`src/rtl/gam_lut_pkg.sv`:
```
package gam_lut_pkg;

    // Number of colour channels; channel 0 is blue, 1 green, 2 red.
    localparam int CH_N = 3;

    // Default geometry: 10-bit channels, 16 segments.
    localparam int DEF_PIX_W = 10;
    localparam int DEF_SEG_W = 4;

    // Mode encoding of the control and status fields.
    typedef enum logic [1:0] {
        MODE_BYPASS = 2'd0,
        MODE_RSVD_1 = 2'd1,
        MODE_TABLE  = 2'd2,
        MODE_RSVD_3 = 2'd3
    } gam_mode_e;

    // Only the table encoding enables lookup; reserved codes fall back to bypass.
    function automatic logic mode_uses_table(input gam_mode_e m);
        return m == MODE_TABLE;
    endfunction

endpackage

```
`src/rtl/gam_host_port.sv`:
```
module gam_host_port
    import gam_lut_pkg::*;
#(
    parameter int PIX_W   = DEF_PIX_W,
    parameter int ENTRIES = (1 << DEF_SEG_W) + 1,
    parameter int ADDR_W  = DEF_SEG_W + 1
) (
    input  logic                  clk,
    input  logic                  rst,
    input  logic                  idx_wr,
    input  logic [ADDR_W-1:0]     idx,
    input  logic                  data_wr,
    input  logic [PIX_W-1:0]      data,
    input  logic [CH_N-1:0]       chan_mask,
    input  logic                  bank,
    output logic [2*CH_N-1:0]     wr_en,
    output logic [ADDR_W-1:0]     wr_addr,
    output logic [PIX_W-1:0]      wr_data
);

    localparam logic [ADDR_W-1:0] LAST = ADDR_W'(ENTRIES - 1);

    logic [ADDR_W-1:0] ptr_q;
    logic [ADDR_W-1:0] addr_now;
    logic              in_range;
    logic              commit;

    // A pointer load in the same cycle as a data write takes effect at once.
    assign addr_now = idx_wr ? idx : ptr_q;
    assign in_range = addr_now <= LAST;
    assign commit   = data_wr && in_range;

    always_ff @(posedge clk) begin
        if (rst) begin
            ptr_q <= '0;
        end else if (commit) begin
            ptr_q <= addr_now + 1'b1;
        end else if (idx_wr) begin
            ptr_q <= idx;
        end
    end

    // Bank-major enable vector: bit b*CH_N + c writes channel c of bank b.
    for (genvar b = 0; b < 2; b++) begin : g_bank
        for (genvar c = 0; c < CH_N; c++) begin : g_ch
            assign wr_en[b*CH_N + c] = commit && (bank == 1'(b)) && chan_mask[c];
        end
    end

    assign wr_addr = addr_now;
    assign wr_data = data;

endmodule

```
`src/rtl/gam_lut_bank.sv`:
```
module gam_lut_bank
    import gam_lut_pkg::*;
#(
    parameter int PIX_W   = DEF_PIX_W,
    parameter int SEG_W   = DEF_SEG_W,
    parameter int ENTRIES = (1 << DEF_SEG_W) + 1,
    parameter int ADDR_W  = DEF_SEG_W + 1
) (
    input  logic              clk,
    input  logic              rst,
    input  logic              we,
    input  logic [ADDR_W-1:0] waddr,
    input  logic [PIX_W-1:0]  wdata,
    input  logic [SEG_W-1:0]  rseg,
    output logic [PIX_W-1:0]  rd_lo,
    output logic [PIX_W-1:0]  rd_hi
);

    logic [PIX_W-1:0]  mem [ENTRIES];
    logic [ADDR_W-1:0] lo_addr;
    logic [ADDR_W-1:0] hi_addr;

    always_ff @(posedge clk) begin
        if (rst) begin
            for (int i = 0; i < ENTRIES; i++) begin
                mem[i] <= '0;
            end
        end else if (we) begin
            mem[waddr] <= wdata;
        end
    end

    // Both ends of the segment are read in the same cycle.
    assign lo_addr = ADDR_W'(rseg);
    assign hi_addr = ADDR_W'(rseg) + 1'b1;
    assign rd_lo   = mem[lo_addr];
    assign rd_hi   = mem[hi_addr];

endmodule

```
`src/rtl/gam_frame_ctl.sv`:
```
module gam_frame_ctl
    import gam_lut_pkg::*;
(
    input  logic       clk,
    input  logic       rst,
    input  logic       frame_start,
    input  logic [1:0] ctl_mode,
    input  logic       ctl_bank,
    output gam_mode_e  mode_q,
    output logic       bank_q,
    output logic       use_table
);

    // The request is applied only at a frame boundary.
    always_ff @(posedge clk) begin
        if (rst) begin
            mode_q <= MODE_BYPASS;
            bank_q <= 1'b0;
        end else if (frame_start) begin
            mode_q <= gam_mode_e'(ctl_mode);
            bank_q <= ctl_bank;
        end
    end

    assign use_table = mode_uses_table(mode_q);

endmodule

```
`src/rtl/gam_interp_lane.sv`:
```
module gam_interp_lane
    import gam_lut_pkg::*;
#(
    parameter int PIX_W  = DEF_PIX_W,
    parameter int FRAC_W = DEF_PIX_W - DEF_SEG_W
) (
    input  logic [PIX_W-1:0]  lo,
    input  logic [PIX_W-1:0]  hi,
    input  logic [FRAC_W-1:0] frac,
    output logic [PIX_W-1:0]  y
);

    localparam int PROD_W = PIX_W + FRAC_W + 2;

    logic signed [PIX_W:0]    diff;
    logic signed [PROD_W-1:0] prod;
    logic signed [PROD_W-1:0] step;

    // Signed slope so that falling curves interpolate too; the shift floors.
    assign diff = $signed({1'b0, hi}) - $signed({1'b0, lo});
    assign prod = PROD_W'(diff) * PROD_W'($signed({1'b0, frac}));
    assign step = prod >>> FRAC_W;
    assign y    = PIX_W'(step + $signed(PROD_W'(lo)));

endmodule

```
`src/rtl/gam_pingpong_lut.sv`:
```
module gam_pingpong_lut
    import gam_lut_pkg::*;
#(
    parameter int PIX_W = DEF_PIX_W,
    parameter int SEG_W = DEF_SEG_W
) (
    input  logic                  clk,
    input  logic                  rst,
    input  logic                  host_idx_wr,
    input  logic [SEG_W:0]        host_idx,
    input  logic                  host_data_wr,
    input  logic [PIX_W-1:0]      host_data,
    input  logic [2:0]            host_chan_mask,
    input  logic                  host_bank,
    input  logic [1:0]            ctl_mode,
    input  logic                  ctl_bank,
    input  logic                  frame_start,
    input  logic                  pix_in_vld,
    input  logic [3*PIX_W-1:0]    pix_in,
    output logic                  pix_out_vld,
    output logic [3*PIX_W-1:0]    pix_out,
    output logic [1:0]            cur_mode,
    output logic                  cur_bank
);

    localparam int FRAC_W  = PIX_W - SEG_W;
    localparam int ENTRIES = (1 << SEG_W) + 1;
    localparam int ADDR_W  = SEG_W + 1;
    localparam int BUS_W   = CH_N * PIX_W;

    // ---------------- host write port ----------------
    logic [2*CH_N-1:0] wr_en;
    logic [ADDR_W-1:0] wr_addr;
    logic [PIX_W-1:0]  wr_data;

    gam_host_port #(
        .PIX_W  (PIX_W),
        .ENTRIES(ENTRIES),
        .ADDR_W (ADDR_W)
    ) u_host (
        .clk      (clk),
        .rst      (rst),
        .idx_wr   (host_idx_wr),
        .idx      (host_idx),
        .data_wr  (host_data_wr),
        .data     (host_data),
        .chan_mask(host_chan_mask),
        .bank     (host_bank),
        .wr_en    (wr_en),
        .wr_addr  (wr_addr),
        .wr_data  (wr_data)
    );

    // ---------------- frame-aligned control ----------------
    gam_mode_e mode_q;
    logic      bank_q;
    logic      use_table;

    gam_frame_ctl u_ctl (
        .clk        (clk),
        .rst        (rst),
        .frame_start(frame_start),
        .ctl_mode   (ctl_mode),
        .ctl_bank   (ctl_bank),
        .mode_q     (mode_q),
        .bank_q     (bank_q),
        .use_table  (use_table)
    );

    assign cur_mode = mode_q;
    assign cur_bank = bank_q;

    // ---------------- two banks, one table per channel ----------------
    logic [2*BUS_W-1:0] rd_lo;
    logic [2*BUS_W-1:0] rd_hi;

    for (genvar b = 0; b < 2; b++) begin : g_bank
        for (genvar c = 0; c < CH_N; c++) begin : g_ch
            gam_lut_bank #(
                .PIX_W  (PIX_W),
                .SEG_W  (SEG_W),
                .ENTRIES(ENTRIES),
                .ADDR_W (ADDR_W)
            ) u_tab (
                .clk  (clk),
                .rst  (rst),
                .we   (wr_en[b*CH_N + c]),
                .waddr(wr_addr),
                .wdata(wr_data),
                .rseg (pix_in[c*PIX_W + FRAC_W +: SEG_W]),
                .rd_lo(rd_lo[(b*CH_N + c)*PIX_W +: PIX_W]),
                .rd_hi(rd_hi[(b*CH_N + c)*PIX_W +: PIX_W])
            );
        end
    end

    // Pick the bank in force for each channel.
    logic [BUS_W-1:0] lo_pick;
    logic [BUS_W-1:0] hi_pick;

    for (genvar c = 0; c < CH_N; c++) begin : g_pick
        assign lo_pick[c*PIX_W +: PIX_W] = bank_q ? rd_lo[(CH_N + c)*PIX_W +: PIX_W]
                                                  : rd_lo[c*PIX_W +: PIX_W];
        assign hi_pick[c*PIX_W +: PIX_W] = bank_q ? rd_hi[(CH_N + c)*PIX_W +: PIX_W]
                                                  : rd_hi[c*PIX_W +: PIX_W];
    end

    // ---------------- stage 1: capture pixel and breakpoints ----------------
    logic             s1_vld;
    logic             s1_tab;
    logic [BUS_W-1:0] s1_pix;
    logic [BUS_W-1:0] s1_lo;
    logic [BUS_W-1:0] s1_hi;

    always_ff @(posedge clk) begin
        if (rst) begin
            s1_vld <= 1'b0;
            s1_tab <= 1'b0;
            s1_pix <= '0;
            s1_lo  <= '0;
            s1_hi  <= '0;
        end else begin
            s1_vld <= pix_in_vld;
            s1_tab <= use_table;
            s1_pix <= pix_in;
            s1_lo  <= lo_pick;
            s1_hi  <= hi_pick;
        end
    end

    // ---------------- interpolation lanes ----------------
    logic [BUS_W-1:0] lane_y;

    for (genvar c = 0; c < CH_N; c++) begin : g_lane
        gam_interp_lane #(
            .PIX_W (PIX_W),
            .FRAC_W(FRAC_W)
        ) u_lane (
            .lo  (s1_lo[c*PIX_W +: PIX_W]),
            .hi  (s1_hi[c*PIX_W +: PIX_W]),
            .frac(s1_pix[c*PIX_W +: FRAC_W]),
            .y   (lane_y[c*PIX_W +: PIX_W])
        );
    end

    // ---------------- stage 2: output register ----------------
    always_ff @(posedge clk) begin
        if (rst) begin
            pix_out_vld <= 1'b0;
            pix_out     <= '0;
        end else begin
            pix_out_vld <= s1_vld;
            if (!s1_vld) begin
                pix_out <= '0;
            end else if (s1_tab) begin
                pix_out <= lane_y;
            end else begin
                pix_out <= s1_pix;
            end
        end
    end

endmodule

```
`config.mk`:
```
export PLATFORM = sky130hd
export DESIGN_NAME = gam_pingpong_lut
export DESIGN_NICKNAME = d
export VERILOG_FILES = /design/src/rtl/gam_lut_pkg.sv /design/src/rtl/gam_host_port.sv /design/src/rtl/gam_lut_bank.sv /design/src/rtl/gam_frame_ctl.sv /design/src/rtl/gam_interp_lane.sv /design/src/rtl/gam_pingpong_lut.sv
export SDC_FILE = /design/constraint.sdc
export NUM_CORES = 2
export LEC_CHECK = 0
export BUFFER_PORTS_ARGS = -buffer_cell sky130_fd_sc_hd__buf_2
export CAP_MARGIN = 0
export CORE_ASPECT_RATIO = 1.4
export CORE_MARGIN = 4
export CORE_UTILIZATION = 45
export DETAILED_ROUTE_END_ITERATION = 7
export GPL_TIMING_DRIVEN = 0
export PLACE_DENSITY = 0.71
export SETUP_SLACK_MARGIN = 0.4
export SYNTH_ARGS = -nofsm -noshare
export SYNTH_HDL_FRONTEND = slang
export SYNTH_SLANG_ARGS = --single-unit
```
`constraint.sdc`:
```
create_clock -name clk -period 8.3 [get_ports clk]
set_input_delay 0.415 -clock clk [delete_from_list [all_inputs] [get_ports clk]]
set_output_delay 0.415 -clock clk [all_outputs]
set_load 0.02 [all_outputs]
```
==> summary.txt <==
Status = finished, violations left
Failing checks = capacitance limit, slew limit
Unique masters post-synth = 70
Reg area = 0.0459 mm2
Vias/cell = 5.98
CP startpoint = s1_lo[20]$_SDFF_PP0_
Number of synthesized flops with an enable pin = 1,440
Avg WL per Cell = 30.1 um
Hold Path Origin = host_idx_wr
Clk_lat worst skew = 0.82 ns
Final Hold Viols = 0
Peak supply drop = 0.251 mV
CP peak stage delay = 0.52 ns
Lkg Pwr = 35.7 nW
Largest net degree at the start of global routing = 46
TNS Setup = 0 ns
Avg Cell Area, Syn = 14.9 um2
Tmin final = 7.56 ns
Cell Count, Final, Fillers Out = 8,780
Syn-to-layout area delta = 11.9%
Worst path slowest cell = fa_1
Area of the multi-input gates = 0.0365 mm2
Slew HR = -12.3%
Wirelength, routed = 265 mm
Worst Tran Pin Value = 1.68 ns
Drt first-iter violations = 6,536
Die W = 373 um
Flops & latches, synth = 1,571
Initial antenna violation count = 43
Fillers = 15,422
Worst-path clk slew = 0.06 ns
GRT Total Usage = 26.9%
H-tree depth = 4
Crit path DAT = 8.27 ns
Async set-reset flop share out of synthesis = 0%
RSZ-0062 raised after global routing = true
Detail Route Antenna Nets = 0
Placer Congestion = 1.02
CTS Buffer Depth = 3
Vias = 52,548
Clock Skew = 0.0323 ns
Seq/Total Area, Yosys = 54.5%
Vias in the first global route = 53,554
Hold_ws = 0.122 ns
Synth area leaders = edfxtp_1 51%, mux4_2 17%, and2_1 8.7%, mux2i_1 5.2%, dfxtp_1 3.1%
Reg2reg start = s1_lo[20]$_SDFF_PP0_
Most frequent cells in the layout = 1,440 x edfxtp_1, 1,163 x and2_1, 630 x mux4_2
Syn Inst Count = 5,662
# IOs = 92
Post-synth top area share = 51.4%
Worst min-delay path class = in -> reg
Mapped Area = 0.0841 mm2
Core area = 0.186 mm2
Initial DRT Pass Iterations = 6
Die ar. = 0.194 mm2
TritonCTS Buffers = 151
Layout cells sized above 1 = 19.5%
Final Setup Violations = 0
Crit end category = flip-flop
Most used cell, CP = fa_1
Maxcap violations = 5
Total of warnings raised by yosys = 0
Nets = 6,507
Clk sinks = 1,571
DP HPWL = 193 mm
PD cells = 237 mW/mm2
# rows = 187
Most common flop cell mapped by yosys = edfxtp_1
GR Overflow Total = 0
CP required = 9.01 ns
Placed Cells = 8,444
I/O Buffers = 83
F_max = 0.132 GHz
Most common cell after layout, fill and taps aside = edfxtp_1
Die H = 520 um
CTS tree = built
Critical path launch point type = flip-flop
Clock root buffer = clkbuf_16
Slew Viols, Final = 51
Final Cycle Share = 91.1%
CP Class = reg -> reg
Initial core utilization = 45.3%
DRC errors left = 0
CP max FO = 6
First-pass GRT wire length = 374 mm
Yosys top cell by area = edfxtp_1
repair_timing:
action / 4_1_cts / 5_1_grt
resized for setup: 13 / 37
pin swaps: 2 / 7
setup endpoints to repair: 3 / 5
hold buffers: 26 / 0
setup buffers: 0 / 2
hold endpoints to repair: 24 / 0
through the flow:
step	power, mW	setup slack (ns)	area (um2)	utilization, %
finish	22.3	0.738	94100	50.7
global placement	15.0	0.115	88500	47.7
detailed placement	15.1	0.0856	88500	47.7
floorplan	13.3	1.21	85000	-
CTS	22.2	0.416	93900	50.6
global route	23.1	0.384	94100	50.7
per-layer routing:
layer | wire length (um) | GRT usage (%) | vias to the layer above
met4 | 25400 | 20.9 | 20
met2 | 127000 | 44.5 | 3216
met1 | 84900 | 29.7 | 26617
met5 | 124 | 0 | -
li1 | - | - | 21697
met3 | 26900 | 6.92 | 998
worst paths after layout:
kind	endpoint	slack, ns	cells after the start
max	pix_out[29]$_SDFF_PP0_	0.74	29
min	u_host.ptr_q[4]$_SDFF_PP0_	0.12	3
max reg2reg	pix_out[29]$_SDFF_PP0_	0.74	29
min reg2reg	s1_tab$_SDFF_PP0_	0.44	1
area by class of cell:
cell class | instances | share of cell area [%]
clock buffers | 180 | 4.26
plain buffers | 467 | 2.11
flip-flops and latches | 1571 | 48.7
multi-input cells | 3633 | 38.8
clock inverters | 98 | 1.07
repair buffers | 114 | 0.795
diodes | 30 | 0.0797
well taps | 2457 | 3.27
inverters | 230 | 0.917
state kept, by name (all words and copies together), names as in the netlist:
signal	cells
u_ctl.bank_q	1
s1_hi	30
s1_vld	1
s1_pix	30
u_ctl.mode_q	2
pix_out_vld	1
pix_out	30
u_host.ptr_q	5
g_bank.g_ch.u_tab.mem	1440
s1_lo	30
s1_tab	1
worst max-delay path, delay by kind of cell, from the launching register on:
family	cells	cell delay, ns
adder cells (fa/ha/maj)	8	3.19
XOR/XNOR	3	0.60
flip-flops	1	0.37
buffers and inverters	3	0.15
AO/OA/AOI/OAI	10	2.00
AND/OR/NAND/NOR	5	1.15
cells in the mapped netlist (4+ instances only):
| library cell | instances |
|---|---|
| o21bai_1 | 8 |
| clkbuf_1 | 305 |
| buf_2 | 83 |
| and3_1 | 8 |
| ha_1 | 152 |
| nor2_4 | 4 |
| mux2i_1 | 435 |
| xnor2_1 | 57 |
| a21o_1 | 17 |
| nor2_2 | 13 |
| edfxtp_1 | 1440 |
| inv_1 | 229 |
| nor2_1 | 253 |
| and2_1 | 1163 |
| buf_4 | 28 |
| mux4_2 | 630 |
| nand4_1 | 8 |
| or3_1 | 4 |
| xor2_1 | 22 |
| dfxtp_1 | 131 |
| fa_1 | 129 |
| a21oi_1 | 50 |
| nor2b_1 | 50 |
| nor3_1 | 24 |
| nand2_1 | 93 |
| o21ai_0 | 18 |
| nand2b_1 | 10 |
| or2_2 | 102 |
| nand3_1 | 21 |
| a211oi_1 | 44 |
| buf_1 | 48 |
| a21boi_0 | 6 |
| o21a_1 | 15 |
where the power goes:
| part | switching [mW] | internal [mW] |
|---|---|---|
| logic | 3.58 | 2.46 |
| clock network | 3.12 | 4.03 |
| registers | 0.150 | 8.95 |
| total | 6.85 | 15.4 |
kinds of logic after synthesis:
family / count (synthesis) / synth area share, %
and+or+nand+nor: 1771 / 12.2
DFF: 1571 / 54.5
muxes: 1070 / 22.1
buffers and inverters: 697 / 3.39
adders and majority gates: 281 / 5.33
AOI/OAI and AO/OA: 187 / 1.53
xor gates and xnor gates: 84 / 0.934
other: 1 / 0.00446
Note: power is estimated with default switching activity, not from simulation.
